**config.mk**
```make
export PLATFORM = sky130hd
export DESIGN_NAME = clk_switchover
export DESIGN_NICKNAME = d
export VERILOG_FILES = /design/src/rtl/cso_pkg.sv /design/src/rtl/cso_sync.sv /design/src/rtl/cso_ref_monitor.sv /design/src/rtl/cso_alarm_oneshot.sv /design/src/rtl/cso_select_fsm.sv /design/src/rtl/clk_switchover.sv
export SDC_FILE = /design/constraint.sdc
export NUM_CORES = 1
export LEC_CHECK = 0
export BUFFER_PORTS_ARGS = -buffer_cell sky130_fd_sc_hd__buf_4
export CAP_MARGIN = 10
export CORE_MARGIN = 3
export CORE_UTILIZATION = 57
export DETAILED_ROUTE_END_ITERATION = 6
export PLACE_DENSITY_LB_ADDON = 0.08
export SLEW_MARGIN = 40
export SYNTH_ARGS = -nofsm -noshare
export SYNTH_HDL_FRONTEND = slang
export SYNTH_SLANG_ARGS = --single-unit
```
**constraint.sdc**
```tcl
create_clock -name fb_clk_i -period 3.25 [get_ports fb_clk_i]
set_clock_uncertainty 0.05 [all_clocks]
set_input_delay 0.65 -clock fb_clk_i [delete_from_list [all_inputs] [get_ports fb_clk_i]]
set_output_delay 0.65 -clock fb_clk_i [all_outputs]
set_load 0.005 [all_outputs]
```
**src/rtl/cso_pkg.sv**
```systemverilog
package cso_pkg;
  localparam int unsigned NUM_REF = 2;
  typedef logic [NUM_REF-1:0] ref_vec_t;
endpackage

```
**src/rtl/cso_sync.sv**
```systemverilog
module cso_sync #(
  parameter int unsigned WIDTH   = 1,
  parameter int unsigned STAGES  = 2,
  parameter logic [WIDTH-1:0] RST_VAL = '0
) (
  input  logic             clk_i,
  input  logic             rst_ni,
  input  logic [WIDTH-1:0] d_i,
  output logic [WIDTH-1:0] q_o
);
  logic [STAGES-1:0][WIDTH-1:0] stage_q;

  always_ff @(posedge clk_i or negedge rst_ni) begin
    if (!rst_ni) begin
      for (int i = 0; i < STAGES; i++) stage_q[i] <= RST_VAL;
    end else begin
      stage_q[0] <= d_i;
      for (int i = 1; i < STAGES; i++) stage_q[i] <= stage_q[i-1];
    end
  end

  assign q_o = stage_q[STAGES-1];
endmodule

```
**src/rtl/cso_ref_monitor.sv**
```systemverilog
module cso_ref_monitor #(
  parameter int unsigned MISS_LIMIT = 4
) (
  input  logic clk_i,
  input  logic rst_ni,
  input  logic ref_sync_i,
  input  logic clr_i,
  output logic bad_o
);
  localparam int unsigned CNT_W = $clog2(MISS_LIMIT + 1);
  localparam logic [CNT_W-1:0] CNT_LAST = CNT_W'(MISS_LIMIT - 1);

  logic             ref_q;
  logic             rise;
  logic [CNT_W-1:0] miss_cnt;

  assign rise = ref_sync_i & ~ref_q;

  always_ff @(posedge clk_i or negedge rst_ni) begin
    if (!rst_ni) begin
      ref_q    <= 1'b0;
      miss_cnt <= '0;
      bad_o    <= 1'b0;
    end else begin
      ref_q <= ref_sync_i;
      if (clr_i) begin
        miss_cnt <= '0;
        bad_o    <= 1'b0;
      end else if (rise) begin
        miss_cnt <= '0;
      end else if (miss_cnt == CNT_LAST) begin
        bad_o <= 1'b1;  // counter saturates here
      end else begin
        miss_cnt <= miss_cnt + 1'b1;
      end
    end
  end
endmodule

```
**src/rtl/cso_alarm_oneshot.sv**
```systemverilog
module cso_alarm_oneshot (
  input  logic clk_i,
  input  logic rst_ni,
  input  logic alarm_sync_ni,
  output logic pulse_o
);
  logic alarm_q;

  always_ff @(posedge clk_i or negedge rst_ni) begin
    if (!rst_ni) alarm_q <= 1'b1;
    else         alarm_q <= alarm_sync_ni;
  end

  assign pulse_o = alarm_q & ~alarm_sync_ni;
endmodule

```
**src/rtl/cso_select_fsm.sv**
```systemverilog
module cso_select_fsm
  import cso_pkg::*;
(
  input  logic     clk_i,
  input  logic     rst_ni,
  input  logic     sel_i,
  input  logic     ovr_i,
  input  logic     pulse_i,
  input  ref_vec_t bad_i,
  output logic     clk_sel_o,
  output logic     mux_sel_o
);
  logic act_q, act_d;

  always_comb begin
    if (pulse_i || ovr_i)                     act_d = sel_i;
    else if (bad_i[act_q] && !bad_i[~act_q])  act_d = ~act_q;
    else                                      act_d = act_q;
  end

  always_ff @(posedge clk_i or negedge rst_ni) begin
    if (!rst_ni) begin
      act_q     <= 1'b0;
      mux_sel_o <= 1'b0;
    end else begin
      act_q     <= act_d;
      mux_sel_o <= act_q;  // one-cycle lag keeps mux change registered
    end
  end

  assign clk_sel_o = act_q;
endmodule

```
**src/rtl/clk_switchover.sv**
```systemverilog
module clk_switchover
  import cso_pkg::*;
#(
  parameter int unsigned MISS_LIMIT  = 4,
  parameter int unsigned SYNC_STAGES = 2
) (
  input  logic       fb_clk_i,
  input  logic       rst_ni,
  input  logic [1:0] ref_clk_i,
  input  logic       sel_i,
  input  logic       man_ovr_i,
  input  logic       alarm_rst_ni,
  output logic [1:0] bad_o,
  output logic       clk_sel_o,
  output logic       mux_sel_o
);
  localparam int unsigned SW = NUM_REF + 3;
  localparam logic [SW-1:0] SYNC_RST = {1'b1, 2'b00, {NUM_REF{1'b0}}};

  logic [SW-1:0] sync_q;
  ref_vec_t      ref_sync;
  logic          sel_sync, ovr_sync, alarm_sync_n, alarm_pulse;

  cso_sync #(.WIDTH(SW), .STAGES(SYNC_STAGES), .RST_VAL(SYNC_RST)) u_sync (
    .clk_i (fb_clk_i),
    .rst_ni(rst_ni),
    .d_i   ({alarm_rst_ni, man_ovr_i, sel_i, ref_clk_i}),
    .q_o   (sync_q)
  );

  assign ref_sync     = sync_q[NUM_REF-1:0];
  assign sel_sync     = sync_q[NUM_REF];
  assign ovr_sync     = sync_q[NUM_REF+1];
  assign alarm_sync_n = sync_q[NUM_REF+2];

  cso_alarm_oneshot u_oneshot (
    .clk_i        (fb_clk_i),
    .rst_ni       (rst_ni),
    .alarm_sync_ni(alarm_sync_n),
    .pulse_o      (alarm_pulse)
  );

  for (genvar g = 0; g < NUM_REF; g++) begin : g_mon
    cso_ref_monitor #(.MISS_LIMIT(MISS_LIMIT)) u_mon (
      .clk_i     (fb_clk_i),
      .rst_ni    (rst_ni),
      .ref_sync_i(ref_sync[g]),
      .clr_i     (alarm_pulse),
      .bad_o     (bad_o[g])
    );
  end

  cso_select_fsm u_sel (
    .clk_i    (fb_clk_i),
    .rst_ni   (rst_ni),
    .sel_i    (sel_sync),
    .ovr_i    (ovr_sync),
    .pulse_i  (alarm_pulse),
    .bad_i    (bad_o),
    .clk_sel_o(clk_sel_o),
    .mux_sel_o(mux_sel_o)
  );
endmodule

```
Word level (Yosys, flattened, before mapping)
Cells that the tools add are included.
{ "op_classes": {"order_cmp": 2, "reduce_logical": 8, "n_bitwise": 7, "n_addsub": 2, "n_eq_ne": 6, "n_mux": 18} }
{ "op_table": {"columns": ["operator", "count"], "rows": [
  ["$mux 3", 6],
  ["$mux 1", 12],
  ["$add 3x1->3 const B", 2],
  ["$eq 3x2->1 const B", 2],
  ["$ne 3x1->1 const B", 2],
  ["$reduce_bool 2->1", 3],
  ["$lt 1x2->1 const B", 2],
  ["$ne 2x1->1 const B", 2],
  ["$not 1->1", 4],
  ["$reduce_and 2->1", 2],
  ["$and 1x1->1", 3],
  ["$logic_and 1x1->1", 1],
  ["$logic_not 1->1", 1],
  ["$logic_or 1x1->1", 1]
]} }
{ "word_totals": {"ff_bits": 23, "out_inout_bits": 4} }

Logic depth before layout (Yosys ltp)
{ "depth": {"depth_word": 7, "mapped_depth": 5, "mapped_depth_nobuf": 5} }

Modules after synthesis
From an unflattened synthesis, not the netlist that was laid out.
{ "hier_totals": {"hier_cells": 61, "hier_area_um2": 860.8} }
{ "by_module_without_submodules": {"columns": ["module", "instances", "cells_per_inst", "area_each_um2", "seq_area_each_um2"], "rows": [
  ["cso_ref_monitor", 2, 18, 226.5, 125.1],
  ["cso_sync", 1, 15, 290.3, 252.7],
  ["cso_select_fsm", 1, 8, 77.6, 50.0],
  ["cso_alarm_oneshot", 1, 2, 40.0, 26.3]
]} }

Worst setup path after synthesis
Ideal clock, no wire load.
{ "synth_timing": {"kind": "register to register", "start": "register u_sync.stage_q (netlist bit u_sync.q_o[4])", "end": "register u_sel.act_q, in the netlist u_sel.clk_sel_o", "t_required_ps": 3075, "stages_incl_launch_ff": 4, "arrival_ps": 1081, "path_slack_ps": 1994, "setup_time_ps": 125, "path_cell_list": "dfstp_2 nand2b_4 nor2b_1 mux2_4"} }
{ "synth_via": {"elab_chain_cells": 4, "elab_cells_between_ends": 5, "cone_classes": "mux (1); bitwise (2); reduce/logical (2)"} }
{ "synth_rtl": {"columns": ["element", "line", "rtl"], "rows": [
  ["start, declared", "cso_sync.sv:11", "logic [STAGES-1:0][WIDTH-1:0] stage_q;"],
  ["$not 1->1 (*)", "cso_alarm_oneshot.sv:14", "assign pulse_o = alarm_q & ~alarm_sync_ni;"],
  ["$and 1x1->1 (*)", "cso_alarm_oneshot.sv:14", null],
  ["$logic_or 1x1->1 (*)", "cso_select_fsm.sv:16", "if (pulse_i || ovr_i) act_d = sel_i;"],
  ["$mux 1 or $reduce_bool 2->1 (tied branches)", null, null],
  ["end signal, assigned", "cso_select_fsm.sv:26", "act_q <= act_d;"],
  ["end, declared", "cso_select_fsm.sv:13", "logic act_q, act_d;"]
]} }
Every way passes the cells marked *; elsewhere a longest branch is shown, timed or not.
A chain may end at the register's enable or synchronous reset.

Worst setup path after layout
{ "layout_timing": {"start": "register g_mon[0].u_mon.bad_o", "end": "output port bad_o[0]"} }
{ "layout_lines": {"columns": ["element", "line", "rtl"], "rows": [
  ["start, declared", "cso_ref_monitor.sv:8", "output logic bad_o"],
  ["start signal, assigned", "cso_ref_monitor.sv:23", "bad_o <= 1'b0;"],
  ["start signal, assigned", "cso_ref_monitor.sv:28", "bad_o <= 1'b0;"],
  ["start signal, assigned", "cso_ref_monitor.sv:32", "bad_o <= 1'b1;"],
  ["end, declared", "clk_switchover.sv:13", "output logic [1:0] bad_o,"]
]} }
No word-level cell between the ends.

==> run_results.csv <==
group,metric,value,unit
worst_setup_path,max_stage_delay,420,ps
power,peakVddDrop,0.455,mV
cts,cts_buffer_depth,2,
final_layout,antenna-diode-count,0,
cts,cts_buffers,3,
cts,clock_latency,290,ps
final_layout,area_delta_synth_final,12.8,%
global_routing,antenna_found_initial,0,
worst_setup_path,path_delay_family,"flip-flops",
timing,drv_slew,0,
timing,rsz0062_at_grt,"false",
global_routing,grt_pass1_vias,392,
logic_synthesis,synth_edf_count,0,
logic_synthesis,post-synth-top-count-cell,"dfrtp_1",
timing,setup_viol,0,
logic_synthesis,ys_types,15,
final_layout,stdcell_count,87,
cts,htree_levels,1,
worst_setup_path,critPathRequiredTime,2550,ps
detailed_routing,postRouteAntennaNets,0,
timing,fin_crit_sh,47.9,%
detailed_routing,drc_errors,0,
logic_synthesis,syn_nets,71,
cts,postCtsSetupBuffers,0,
worst_setup_path,worst-path-buf-inv,1,
logic_synthesis,synth_top_cell_area_share,60.9,%
logic_synthesis,synthTopCellsByCount,"dfrtp_1, nor2_1, inv_1, ha_1, o21ai_0",
logic_synthesis,synth-main-ff-cell,"dfrtp_1",
global_routing,grtUsageTotal,11.9,%
global_routing,grt_max_degree,24,
detailed_routing,first_iter_violations,2,
cts,cts.sinks,23,
detailed_routing,vias,421,
power,power_density,719,nW/um^2
logic_synthesis,synth_cells,60,
placement,place_congestion,0.638,
cts,cts_tree,"built",
cts,postCtsResizedCells,0,
hold_path,hp-class,"in -> async",
placement,dp_cells,83,
worst_setup_path,worstSetupStartpoint,"g_mon[0].u_mon.bad_o",
timing,finalHoldViolations,0,
logic_synthesis,seq_area_frac_synth,70.5,%
logic_synthesis,ys_top_cells_by_area,"dfrtp_1, dfstp_2, ha_1",
timing,tns,0,ps
worst_setup_path,rr_endpoint,"u_sel.clk_sel_o",
worst_setup_path,criticalPathCategory,"reg -> out",
logic_synthesis,async_flop_share,100,%
detailed_routing,routedWlPerCell,10.6,microns
final_layout,drive_gt1_share,26.4,%
placement,port_buffers,10,
detailed_routing,wl,924,microns
global_routing,gr-total-overflow,0,
die,die_w,44.0,microns
logic_synthesis,synth_area,822,sq um
cts,clkTransAtPathRegs,110,ps
worst_setup_path,slowest_stage,"dfrtp_1",
outcome,status,"finished clean",
die,die_area,1930,sq um
timing,worst_slew_pin_slew,428,ps
worst_setup_path,reg2reg_from,"u_sync.q_o[4]",
final_layout,finalNetCount,84,
logic_synthesis,ys_seq_elements,23,
detailed_routing,drt-pass1-iter-count,2,
logic_synthesis,synth_area_per_cell,13.7,sq um
worst_setup_path,cp_cell_sequence,"buf_4",
detailed_routing,vias_per_cell,4.84,
worst_setup_path,r2r_slack,1940,ps
timing,relSlewSlack,71.1,%
worst_setup_path,critPathCapture,"bad_o[0]",
die,num_io_pins,11,
cts,cts_root_buffer,"clkbuf_4",
worst_setup_path,cp-start-kind,"register",
die,num_rows,13,
worst_setup_path,crit_cells,1,
power,p_leak,0.000456,uW
placement,place_area,901,sq um
die,fp.coreArea,1330,sq um
die,start_util,61.6,%
worst_setup_path,path_max_fanout,3,
timing,fmax,643,MHz
worst_setup_path,worst_setup_path_end_kind,"primary output",
final_layout,fin_area,927,sq um
die,die_h,44.0,microns
flow_run,max_cap_violations,0,
logic_synthesis,synth_top_area_cell,"dfrtp_1",
logic_synthesis,yosys_warnings,0,
cts,ctsHoldBuffers,0,
worst_setup_path,r2r.worst_path.cells,3,
global_routing,grt_pass1_wl,1590,microns
worst_setup_path,arrival,860,ps
timing,fin_crit,1560,ps
state kept, by name, indices dropped and copies added (netlist names):
name,cells
u_sync.stage_q,5
u_sel.mux_sel_o,1
u_sel.clk_sel_o,1
u_sync.q_o,5
g_mon.u_mon.bad_o,2
g_mon.u_mon.miss_cnt,6
u_oneshot.alarm_q,1
g_mon.u_mon.ref_q,2
worst min-delay path by stage:
stage / startpoint / endpoint / slack [ps] / depth (start not counted)
final: rst_ni / g_mon[1].u_mon.miss_cnt[2] / 170 / 1
after CTS: rst_ni / u_sel.mux_sel_o / 160 / 1
after detailed placement: u_sync.stage_q[2] / u_sync.q_o[2] / 290 / 0
after global placement: u_sync.stage_q[2] / u_sync.q_o[2] / 280 / 0
after floorplan: u_sync.stage_q[0] / u_sync.q_o[0] / 280 / 0
after global routing: rst_ni / u_sel.clk_sel_o / 150 / 1
cell type report:
type,instances,area (sq um)
repair buffers,10,75.1
inverters,7,26.3
clock buffers,4,26.3
well taps,15,18.8
fillers,99,407
multi-input cells,28,201
flip-flops and latches,23,579
metrics by stage:
step / hold slack (ps) / util [%] / total power (uW) / setup WS [ps]
after floorplan: 281 / - / 502 / 1990
after global placement: 282 / 67.5 / 543 / 1980
after detailed placement: 286 / 67.5 / 555 / 1940
after CTS: 164 / 69.5 / 679 / 1670
after global routing: 154 / 69.5 / 719 / 1630
final: 166 / 69.5 / 666 / 1690
kinds of logic after synthesis:
logic type                 after synthesis  synth area share, %
muxes                                    3                 4.26
AOI/OAI and AO/OA                        6                 3.65
DFF                                     23                 70.5
xor gates and xnor gates                 2                 2.13
buffers and inverters                    9                 5.02
adders and majority gates                5                 7.46
and+or+nand+nor                         12                 7.00
placed cells by master (no fill, tap or decap), types with 3 or more instances in the layout:
| cell | Yosys | routed |
|---|---|---|
| inv_1 | 7 | 7 |
| buf_4 | 2 | 10 |
| clkbuf_4 | 0 | 3 |
| nor2_1 | 8 | 8 |
| o21ai_0 | 4 | 4 |
| ha_1 | 4 | 4 |
| dfrtp_1 | 20 | 20 |
| dfstp_2 | 3 | 3 |
routing by layer:
layer / global-route usage (%) / vias up / wire [microns]
met2: 16.6 / 11 / 391
met4: 9.04 / 0 / 12
li1: - / 209 / -
met3: 3.73 / 2 / 69
met1: 15.4 / 199 / 451
met5: 0 / - / 0
power breakdown:
| group | total (uW) | internal [uW] | switching, uW |
|---|---|---|---|
| clock | 122 | 47.7 | 74.5 |
| combinational | 166 | 90.9 | 75.5 |
| sequential | 378 | 344 | 33.8 |
| total | 666 | 482 | 184 |
No activity file was read; power rests on OpenSTA's default activity.
